## src/rtl/pskip_pkg.sv

```systemverilog
package pskip_pkg;
   localparam int unsigned FULL_PCT = 100;
   localparam int unsigned MIN_PCT_W = 7;

   typedef enum logic [1:0] {
      GL_OFF   = 2'd0,
      GL_LIGHT = 2'd1,
      GL_MID   = 2'd2,
      GL_DEEP  = 2'd3
   } gpu_lvl_e;
endpackage

```

## src/rtl/pskip_depth_decode.sv

```systemverilog
module pskip_depth_decode
   import pskip_pkg::*;
#(
   parameter int unsigned WIN   = 100,
   parameter int unsigned PCT_W = 7,
   parameter int unsigned LVL1  = 50,
   parameter int unsigned LVL2  = 75,
   parameter int unsigned LVL3  = 85
) (
   input  logic                         throt_req,
   input  logic                         gpu_mode,
   input  logic [PCT_W-1:0]             cpu_pct,
   input  logic [1:0]                   gpu_lvl,
   output logic [$clog2(WIN+1)-1:0]     depth_req
);
   localparam int unsigned DW = $clog2(WIN+1);
   localparam int unsigned SW = PCT_W + DW;

   logic [PCT_W-1:0] pct_lim;

   always_comb begin
      pct_lim = '0;
      if (gpu_mode) begin
         case (gpu_lvl_e'(gpu_lvl))
            GL_LIGHT: pct_lim = PCT_W'(LVL1);
            GL_MID:   pct_lim = PCT_W'(LVL2);
            GL_DEEP:  pct_lim = PCT_W'(LVL3);
            default:  pct_lim = '0;
         endcase
      end else if (cpu_pct > PCT_W'(FULL_PCT)) begin
         pct_lim = PCT_W'(FULL_PCT);
      end else begin
         pct_lim = cpu_pct;
      end
      if (!throt_req) pct_lim = '0;
   end

   generate
      if (WIN == FULL_PCT) begin : g_direct
         assign depth_req = DW'(pct_lim);
      end else begin : g_scaled
         logic [SW-1:0] prod;
         assign prod      = SW'(pct_lim) * SW'(WIN);
         assign depth_req = DW'(prod / SW'(FULL_PCT));
      end
   endgenerate
endmodule

```

## src/rtl/pskip_window_seq.sv

```systemverilog
module pskip_window_seq #(
   parameter int unsigned WIN = 100
) (
   input  logic                       clk,
   input  logic                       rst_n,
   input  logic [$clog2(WIN+1)-1:0]   depth_req,
   output logic                       win_last,
   output logic [$clog2(WIN+1)-1:0]   depth_q
);
   localparam int unsigned CW = $clog2(WIN);

   logic [CW-1:0] pos_q;

   assign win_last = (pos_q == CW'(WIN - 1));

   always_ff @(posedge clk or negedge rst_n) begin
      if (!rst_n) begin
         pos_q   <= '0;
         depth_q <= '0;
      end else begin
         pos_q <= win_last ? '0 : pos_q + CW'(1);
         if (win_last) depth_q <= depth_req;
      end
   end
endmodule

```

## src/rtl/pskip_accum.sv

```systemverilog
module pskip_accum #(
   parameter int unsigned WIN = 100
) (
   input  logic                       clk,
   input  logic                       rst_n,
   input  logic                       win_last,
   input  logic [$clog2(WIN+1)-1:0]   depth_q,
   output logic                       skip_now,
   output logic [$clog2(WIN)-1:0]     acc_q
);
   localparam int unsigned AW = $clog2(WIN);

   logic [AW:0] sum;
   logic [AW:0] wrapped;

   assign sum      = {1'b0, acc_q} + (AW+1)'(depth_q);
   assign skip_now = (sum >= (AW+1)'(WIN));
   assign wrapped  = skip_now ? sum - (AW+1)'(WIN) : sum;

   always_ff @(posedge clk or negedge rst_n) begin
      if (!rst_n)        acc_q <= '0;
      else if (win_last) acc_q <= '0;
      else               acc_q <= AW'(wrapped);
   end
endmodule

```

## src/rtl/pulse_skip_throttle.sv

```systemverilog
module pulse_skip_throttle
   import pskip_pkg::*;
#(
   parameter int unsigned WIN     = 100,
   parameter int unsigned PCT_W   = 7,
   parameter int unsigned LVL1    = 50,
   parameter int unsigned LVL2    = 75,
   parameter int unsigned LVL3    = 85,
   parameter bit          OUT_REG = 1'b0
) (
   input  logic             clk,
   input  logic             rst_n,
   input  logic             throt_req,
   input  logic             gpu_mode,
   input  logic [PCT_W-1:0] cpu_pct,
   input  logic [1:0]       gpu_lvl,
   output logic             pulse_en,
   output logic             throt_active
);
   localparam int unsigned DW = $clog2(WIN+1);
   localparam int unsigned AW = $clog2(WIN);

   generate
      if (WIN < 2) begin : g_bad_win
         $error("pulse_skip_throttle: WIN must be at least 2");
      end
      if (PCT_W < MIN_PCT_W) begin : g_bad_pct
         $error("pulse_skip_throttle: PCT_W too narrow for a full percentage");
      end
      if (LVL1 > FULL_PCT || LVL2 > FULL_PCT || LVL3 > FULL_PCT) begin : g_bad_lvl
         $error("pulse_skip_throttle: level percentages must not exceed 100");
      end
   endgenerate

   logic [DW-1:0] depth_req;
   logic [DW-1:0] depth_q;
   logic          win_last;
   logic          skip_now;
   logic [AW-1:0] acc_q;
   logic          pass_c;
   logic          act_c;

   pskip_depth_decode #(
      .WIN(WIN), .PCT_W(PCT_W), .LVL1(LVL1), .LVL2(LVL2), .LVL3(LVL3)
   ) u_decode (
      .throt_req (throt_req),
      .gpu_mode  (gpu_mode),
      .cpu_pct   (cpu_pct),
      .gpu_lvl   (gpu_lvl),
      .depth_req (depth_req)
   );

   pskip_window_seq #(.WIN(WIN)) u_window (
      .clk       (clk),
      .rst_n     (rst_n),
      .depth_req (depth_req),
      .win_last  (win_last),
      .depth_q   (depth_q)
   );

   pskip_accum #(.WIN(WIN)) u_accum (
      .clk      (clk),
      .rst_n    (rst_n),
      .win_last (win_last),
      .depth_q  (depth_q),
      .skip_now (skip_now),
      .acc_q    (acc_q)
   );

   assign pass_c = ~skip_now;
   assign act_c  = (depth_q != '0);

   generate
      if (OUT_REG) begin : g_out_reg
         always_ff @(posedge clk or negedge rst_n) begin
            if (!rst_n) begin
               pulse_en     <= 1'b1;
               throt_active <= 1'b0;
            end else begin
               pulse_en     <= pass_c;
               throt_active <= act_c;
            end
         end
      end else begin : g_out_comb
         assign pulse_en     = pass_c;
         assign throt_active = act_c;
      end
   endgenerate
endmodule

```

## config.mk

```make
export PLATFORM = sky130hd
export DESIGN_NAME = pulse_skip_throttle
export DESIGN_NICKNAME = d
export VERILOG_FILES = /design/src/rtl/pskip_pkg.sv /design/src/rtl/pskip_depth_decode.sv /design/src/rtl/pskip_window_seq.sv /design/src/rtl/pskip_accum.sv /design/src/rtl/pulse_skip_throttle.sv
export SDC_FILE = /design/constraint.sdc
export NUM_CORES = 1
export LEC_CHECK = 0
export BUFFER_PORTS_ARGS = -buffer_cell sky130_fd_sc_hd__buf_2
export CORE_ASPECT_RATIO = 1.5
export CORE_MARGIN = 5
export CORE_UTILIZATION = 41
export CTS_CLUSTER_DIAMETER = 100
export DETAILED_ROUTE_END_ITERATION = 8
export PLACE_DENSITY = 0.62
export SKIP_CTS_REPAIR_TIMING = 1
export SLEW_MARGIN = 30
export SYNTH_ARGS = -nofsm -noshare
export SYNTH_HDL_FRONTEND = slang
export SYNTH_HIERARCHICAL = 1
export SYNTH_SLANG_ARGS = --single-unit
```

## constraint.sdc

```tcl
create_clock -name clk -period 3.59 [get_ports clk]
set_input_delay 0 -clock clk [delete_from_list [all_inputs] [get_ports clk]]
set_output_delay 0 -clock clk [all_outputs]
set_load 0.03 [all_outputs]
```

# Word-level counts from Yosys, hierarchy flattened
# Cells that the tools add are included.
# Widths: inputs -> output; s select.
word_totals:
  ff_bits: 21
  inputBits: 13
  output_inout_bits: 2
  word_cells: 21
op_classes:
  add_sub_neg: 3
  order_cmp: 2
  n_eq_ne: 4
  mux: 7
  bitwise_logic: 1
  n_reduce_logical: 1
op_table:
  columns: ["operator", "count"]
  rows:
  - ["$mux 7", 6]
  - ["$pmux 7 s3", 1]
  - ["$add 7x7->8", 1]
  - ["$ge 8x7->1 const B", 1]
  - ["$add 7x1->7 const B", 1]
  - ["$eq 7x7->1 const B", 1]
  - ["$gt 7x7->1 const B", 1]
  - ["$reduce_bool 7->1", 1]
  - ["$sub 7x7->7 const B", 1]
  - ["$eq 2x2->1 const B", 2]
  - ["$eq 2x1->1 const B", 1]
  - ["$not 1->1", 1]

# Logic depth before layout (Yosys ltp)
logic_depth:
  ltp_word: 4
  ltp_mapped: 10
  mapped_depth_nobuf: 10

# Hierarchy
# The synthesis kept the hierarchy.
by_module_without_submodules:
  columns: ["module", "n_inst", "cells_per_inst", "area_per_inst_um2", "seq_area_each_um2"]
  rows:
  - ["pskip_accum", 1, 77, 704.4, 175.2]
  - ["pskip_window_seq", 1, 44, 615.6, 350.3]
  - ["pskip_depth_decode", 1, 34, 242.7, 0.0]
  - ["pulse_skip_throttle", 1, 4, 18.8, 0.0]

# Least setup slack after synthesis
# No wires, ideal clock.
synth_path:
  kind: "register -> register"
  start: "register u_window.depth_q[1]"
  end: "register u_accum.acc_q[4]"
  setup_time_ps: 77
  arrival_ps: 2435
  t_required_ps: 3513
  slack_ps: 1078
  stages_incl_launch_ff: 11
  n_path_buf: 0
  period_less_slack_ps: 2512
  path_cell_list: "dfrtp_1 ha_1 a211o_1 o21ai_0 xor2_1 ha_1 nand2b_1 o221ai_1 a31oi_4 or3_1 a21oi_1"
synth_between:
  elab_chain_cells: 4
  word_cells_on_any_way: 5
  classes_between: "add/sub: 2; order compare: 1; mux: 2"
synth_rtl:
  columns: ["element", "line_no", "rtl"]
  rows:
  - ["from (decl)", "pskip_window_seq.sv:8", "output logic [$clog2(WIN+1)-1:0] depth_q"]
  - ["from (signal assigned)", "pskip_window_seq.sv:22", "if (win_last) depth_q <= depth_req;"]
  - ["$add 7x7->8 (*)", "pskip_accum.sv:16", "assign sum = {1'b0, acc_q} + (AW+1)'(depth_q);"]
  - ["$sub 7x7->7 or $ge 8x7->1 (tied branches)", "pskip_accum.sv:18, pskip_accum.sv:17", null]
  - ["$mux 7 (*)", "pskip_accum.sv:18", "assign wrapped = skip_now ? sum - (AW+1)'(WIN) : sum;"]
  - ["$mux 7 (*)", "pskip_accum.sv:22", "else if (win_last) acc_q <= '0;"]
  - ["to (signal assigned)", "pskip_accum.sv:23", "else acc_q <= AW'(wrapped);"]
  - ["to (decl)", "pskip_accum.sv:9", "output logic [$clog2(WIN)-1:0] acc_q"]
# Every way passes the cells marked *; elsewhere a longest branch is shown, timed or not.
# A chain may end at the register's enable or synchronous reset.

# Worst setup path after layout
layout_path:
  start: "register u_window.depth_q[0]"
  end: "output pulse_en"
layout_between:
  elab_chain_cells: 3
layout_rtl:
  columns: ["element", "line_no", "rtl"]
  rows:
  - ["$add 7x7->8", "pskip_accum.sv:16", null]
  - ["$ge 8x7->1", "pskip_accum.sv:17", "assign skip_now = (sum >= (AW+1)'(WIN));"]
  - ["named net skip_now", "pulse_skip_throttle.sv:38", "logic skip_now;"]
  - ["$not 1->1", "pulse_skip_throttle.sv:70", "assign pass_c = ~skip_now;"]
  - ["to (decl)", "pulse_skip_throttle.sv:17", "output logic pulse_en,"]
# The timed path passes the listed nets, and every way through them passes these cells.

==> key figures <==
Global route
  – Vias in the first global route: roughly 1.2k
  – GRT met1 Usage: between 15 and 20%
  – Met2 Use GR: 23.8%
  – Gr usage total: 13.7%
  – GRT overflow: 0
  – First-pass GRT wire length: 5490 µm
  – Global Route met3 Usage: 1.36%
  – Initial antenna violation count: 0
  – Most used routing layer in global routing: met2
  – Largest net degree at the start of global routing: 22

STA
  – Final Hold Violating Endpoints: 0
  – Clock skew: 0.00856 ns
  – Max-slew headroom: 65.1%
  – Setup TNS: 0 ns
  – Finish-stage setup viols: 0
  – Post-route minimum period: approximately 2.8 ns
  – Fmax: 353 MHz
  – Unrepaired setup endpoints after global routing: no
  – Post-route setup slack: 0.756 ns
  – Period Utilization, post-route: ~79%
  – Worst slew pin tran: between 0.5 and 0.6 ns
  – Pins Over Slew Limit: 0

Flow run
  – Max-Cap Viols: 0

Detailed routing
  – Total Wirelength: approximately 3200 µm
  – ANT nets after route: 0
  – Via density: 5.50
  – Wirelength per Cell: between 10 and 15 µm
  – DRT iter0 DRCs: 20
  – DRC viols: 0
  – Vias: 1205
  – DR pass1 iterations: 4

Run status
  – Status: complete, no violations

Die
  – # IOs: 15
  – Initial Util: 42.6%
  – Die area: 5230 µm²
  – Chip width: 60.7 µm
  – Core Region: 3720 µm²
  – Die height: 86.1 µm
  – Row cnt: 27

Final layout
  – Fillers: 373
  – Non-Filler Instances: about 220
  – Layout Area Growth over Synthesis: 9.57%
  – Ratio of cells with drive above 1 in the final layout: 19.9%
  – Nets: 207
  – Antenna cell count: 0
  – Util after Layout: 46.6%
  – Fin area: 1730 µm²

Worst setup path
  – Arrival @ worst endpoint: 2.83 ns
  – Reg2reg path depth: 10
  – CP endpoint kind: primary output
  – Reg2reg start: u_window/depth_q[1]
  – CP Class: reg2out
  – R2R Setup Slk: 0.87 ns
  – Crit start category: register
  – Crit Reg-Reg Endpoint: u_accum/acc_q[4]
  – Crit-path max FO: 5
  – CP required: 3.59 ns

Placed design
  – Placed instance count: 214
  – Post-place setup slack: ~0.88 ns
  – RD Place Congestion: 0.858
  – Placement-stage cell area: 1670 µm²
  – Port Buffers: 14
  – DP HPWL: 2610 µm

Synthesis
  – Register bit total from synthesis: 21
  – Synth Instances: 159
  – Syn Nets: ~190
  – Post-synthesis sequential area ratio: 33.2%
  – Syn Area/Cell: slightly below 10 µm²
  – Synthesized area: approximately 1600 µm²
  – Netlist cell types: 50
  – Yosys warning count: 6

Clocking
  – Clk buf depth: 2
  – Clk root buf: clkbuf_8
  – Clock-pin slew on the worst setup and hold paths: around 0.090 ns
  – H-Tree Depth: 1
  – CTS Sinks: 21
  – TritonCTS clock tree: done
  – Worst-skew pair later-pin latency: 0.26 ns
  – CTS Buf Count: 3

Min path
  – Worst min-delay path class: in2reg
  – Hold Crit Depth: 4
  – Hold Crit Start: cpu_pct[5]
  – Worst Hold Path EP: u_window/depth_q[5]

Power
  – Max IR drop VDD: 0.206 mV
  – Power Density: 249 nW/µm²
  – P_leak: 0.000857 µW
[power by group]
part	internal (µW)	switching, µW	total (µW)
Clock	78.3	81.9	160
Combinational	13.4	21.1	34.5
Sequential	236	0	236
Total	328	103	431
[area by class of cell]
class / instances / area (µm²) / share of cell area (%)
Clock buffer: 3 / 41.3 / 2.38
Multi-Input combinational cell: 124 / 980 / 56.5
Timing Repair Buffer: 15 / 80.1 / 4.62
Clock inverter: 1 / 7.51 / 0.433
Tap cell: 43 / 53.8 / 3.10
Inverter: 12 / 45.0 / 2.60
Sequential cell: 21 / 526 / 30.3
[logic make-up after synthesis]
family / Yosys count / synth area share, %
AND/OR/NAND/NOR: 57 / 19.1
XOR/XNOR: 6 / 3.32
AO/OA/AOI/OAI: 33 / 16.9
adder cells (fa/ha/maj): 17 / 13.9
multiplexers: 11 / 8.70
buffers and inverters: 14 / 4.83
flip-flops: 21 / 33.2
[cells in the mapped netlist, drive strengths merged]
library cell	count	share of area [%]
and2	2	0.79
or4	1	0.47
mux2	7	6.2
nand2b	3	1.2
o221ai	1	0.55
and3	3	1.2
mux2i	4	2.5
xnor2	5	2.8
o22ai	1	0.40
o21a	3	1.4
or2	1	0.40
buf	2	2.0
nor2	16	4.4
nand2	9	2.1
nand4	1	0.40
a31oi	3	2.1
a221o	1	0.63
a211o	1	0.55
o311ai	1	1.0
a2111oi	1	0.63
o31ai	1	0.47
o21ai	5	1.6
o21ba	1	0.63
a211oi	3	1.7
ha	16	13
xor2	1	0.55
fa	1	1.3
o211ai	2	0.95
o21bai	1	0.47
nor3	5	1.6
nor4	1	0.40
nor2b	5	2.0
dfrtp	21	33
a21oi	6	2.1
nand3b	1	0.47
nand3	4	1.3
inv	12	2.8
nor3b	2	0.95
or3	3	1.5
a221oi	2	1.5
[worst max-delay path: stages, from the launching register on]
cell	delay (ns)
dfrtp_1	0.40
ha_1	0.23
fa_1	0.43
xnor2_1	0.39
inv_1	0.10
ha_1	0.19
nand2b_1	0.07
o221ai_1	0.18
a31oi_4	0.30
inv_1	0.06
inv_1	0.05
buf_2	0.18
[per-stage QoR]
stage	hold WS (ns)	total power (µW)
after floorplan	-0.296	258
after global placement	-0.0304	273
after detailed placement	-0.0164	275
after CTS	-0.301	434
after global routing	0.195	451
final	0.171	431
[sequential cells by signal, summed over array words and instances (netlist names)]
| signal | cells |
|---|---|
| u_window/pos_q | 7 |
| u_window/depth_q | 7 |
| u_accum/acc_q | 7 |
[routing by layer]
metal  routed length [µm]  vias up
li1                     -      604
met1                 1300      560
met2                 1630       29
met3                  114       12
met4                  157        0
met5                    0        -
[cell usage in the layout, fill, tap and decap left out, types with 3 or more instances in the layout]
master / n
nand2_1: 9
nor2_1: 14
inv_1: 12
nor3_1: 5
nand2b_1: 3
a21oi_1: 5
clkbuf_8: 3
o21ai_0: 3
nand3_1: 4
mux2_4: 5
ha_1: 16
o21a_1: 3
buf_2: 14
dfrtp_1: 21
xnor2_1: 5
nor2b_1: 5
mux2i_1: 4
and3_1: 3
[how the worst max path moves through the flow]
stage	start	end	slack, ns	cells past startpoint
after global placement	u_window/depth_q[0]	u_accum/acc_q[4]	0.96	8
after global routing	u_window/depth_q[0]	pulse_en	0.61	11
final	u_window/depth_q[0]	pulse_en	0.76	11
after floorplan	u_window/depth_q[1]	u_accum/acc_q[4]	1.08	10
after detailed placement	u_window/depth_q[1]	u_accum/acc_q[4]	0.88	10
after CTS	u_window/depth_q[0]	pulse_en	0.73	11
Note: power is estimated with default switching activity, not from simulation.
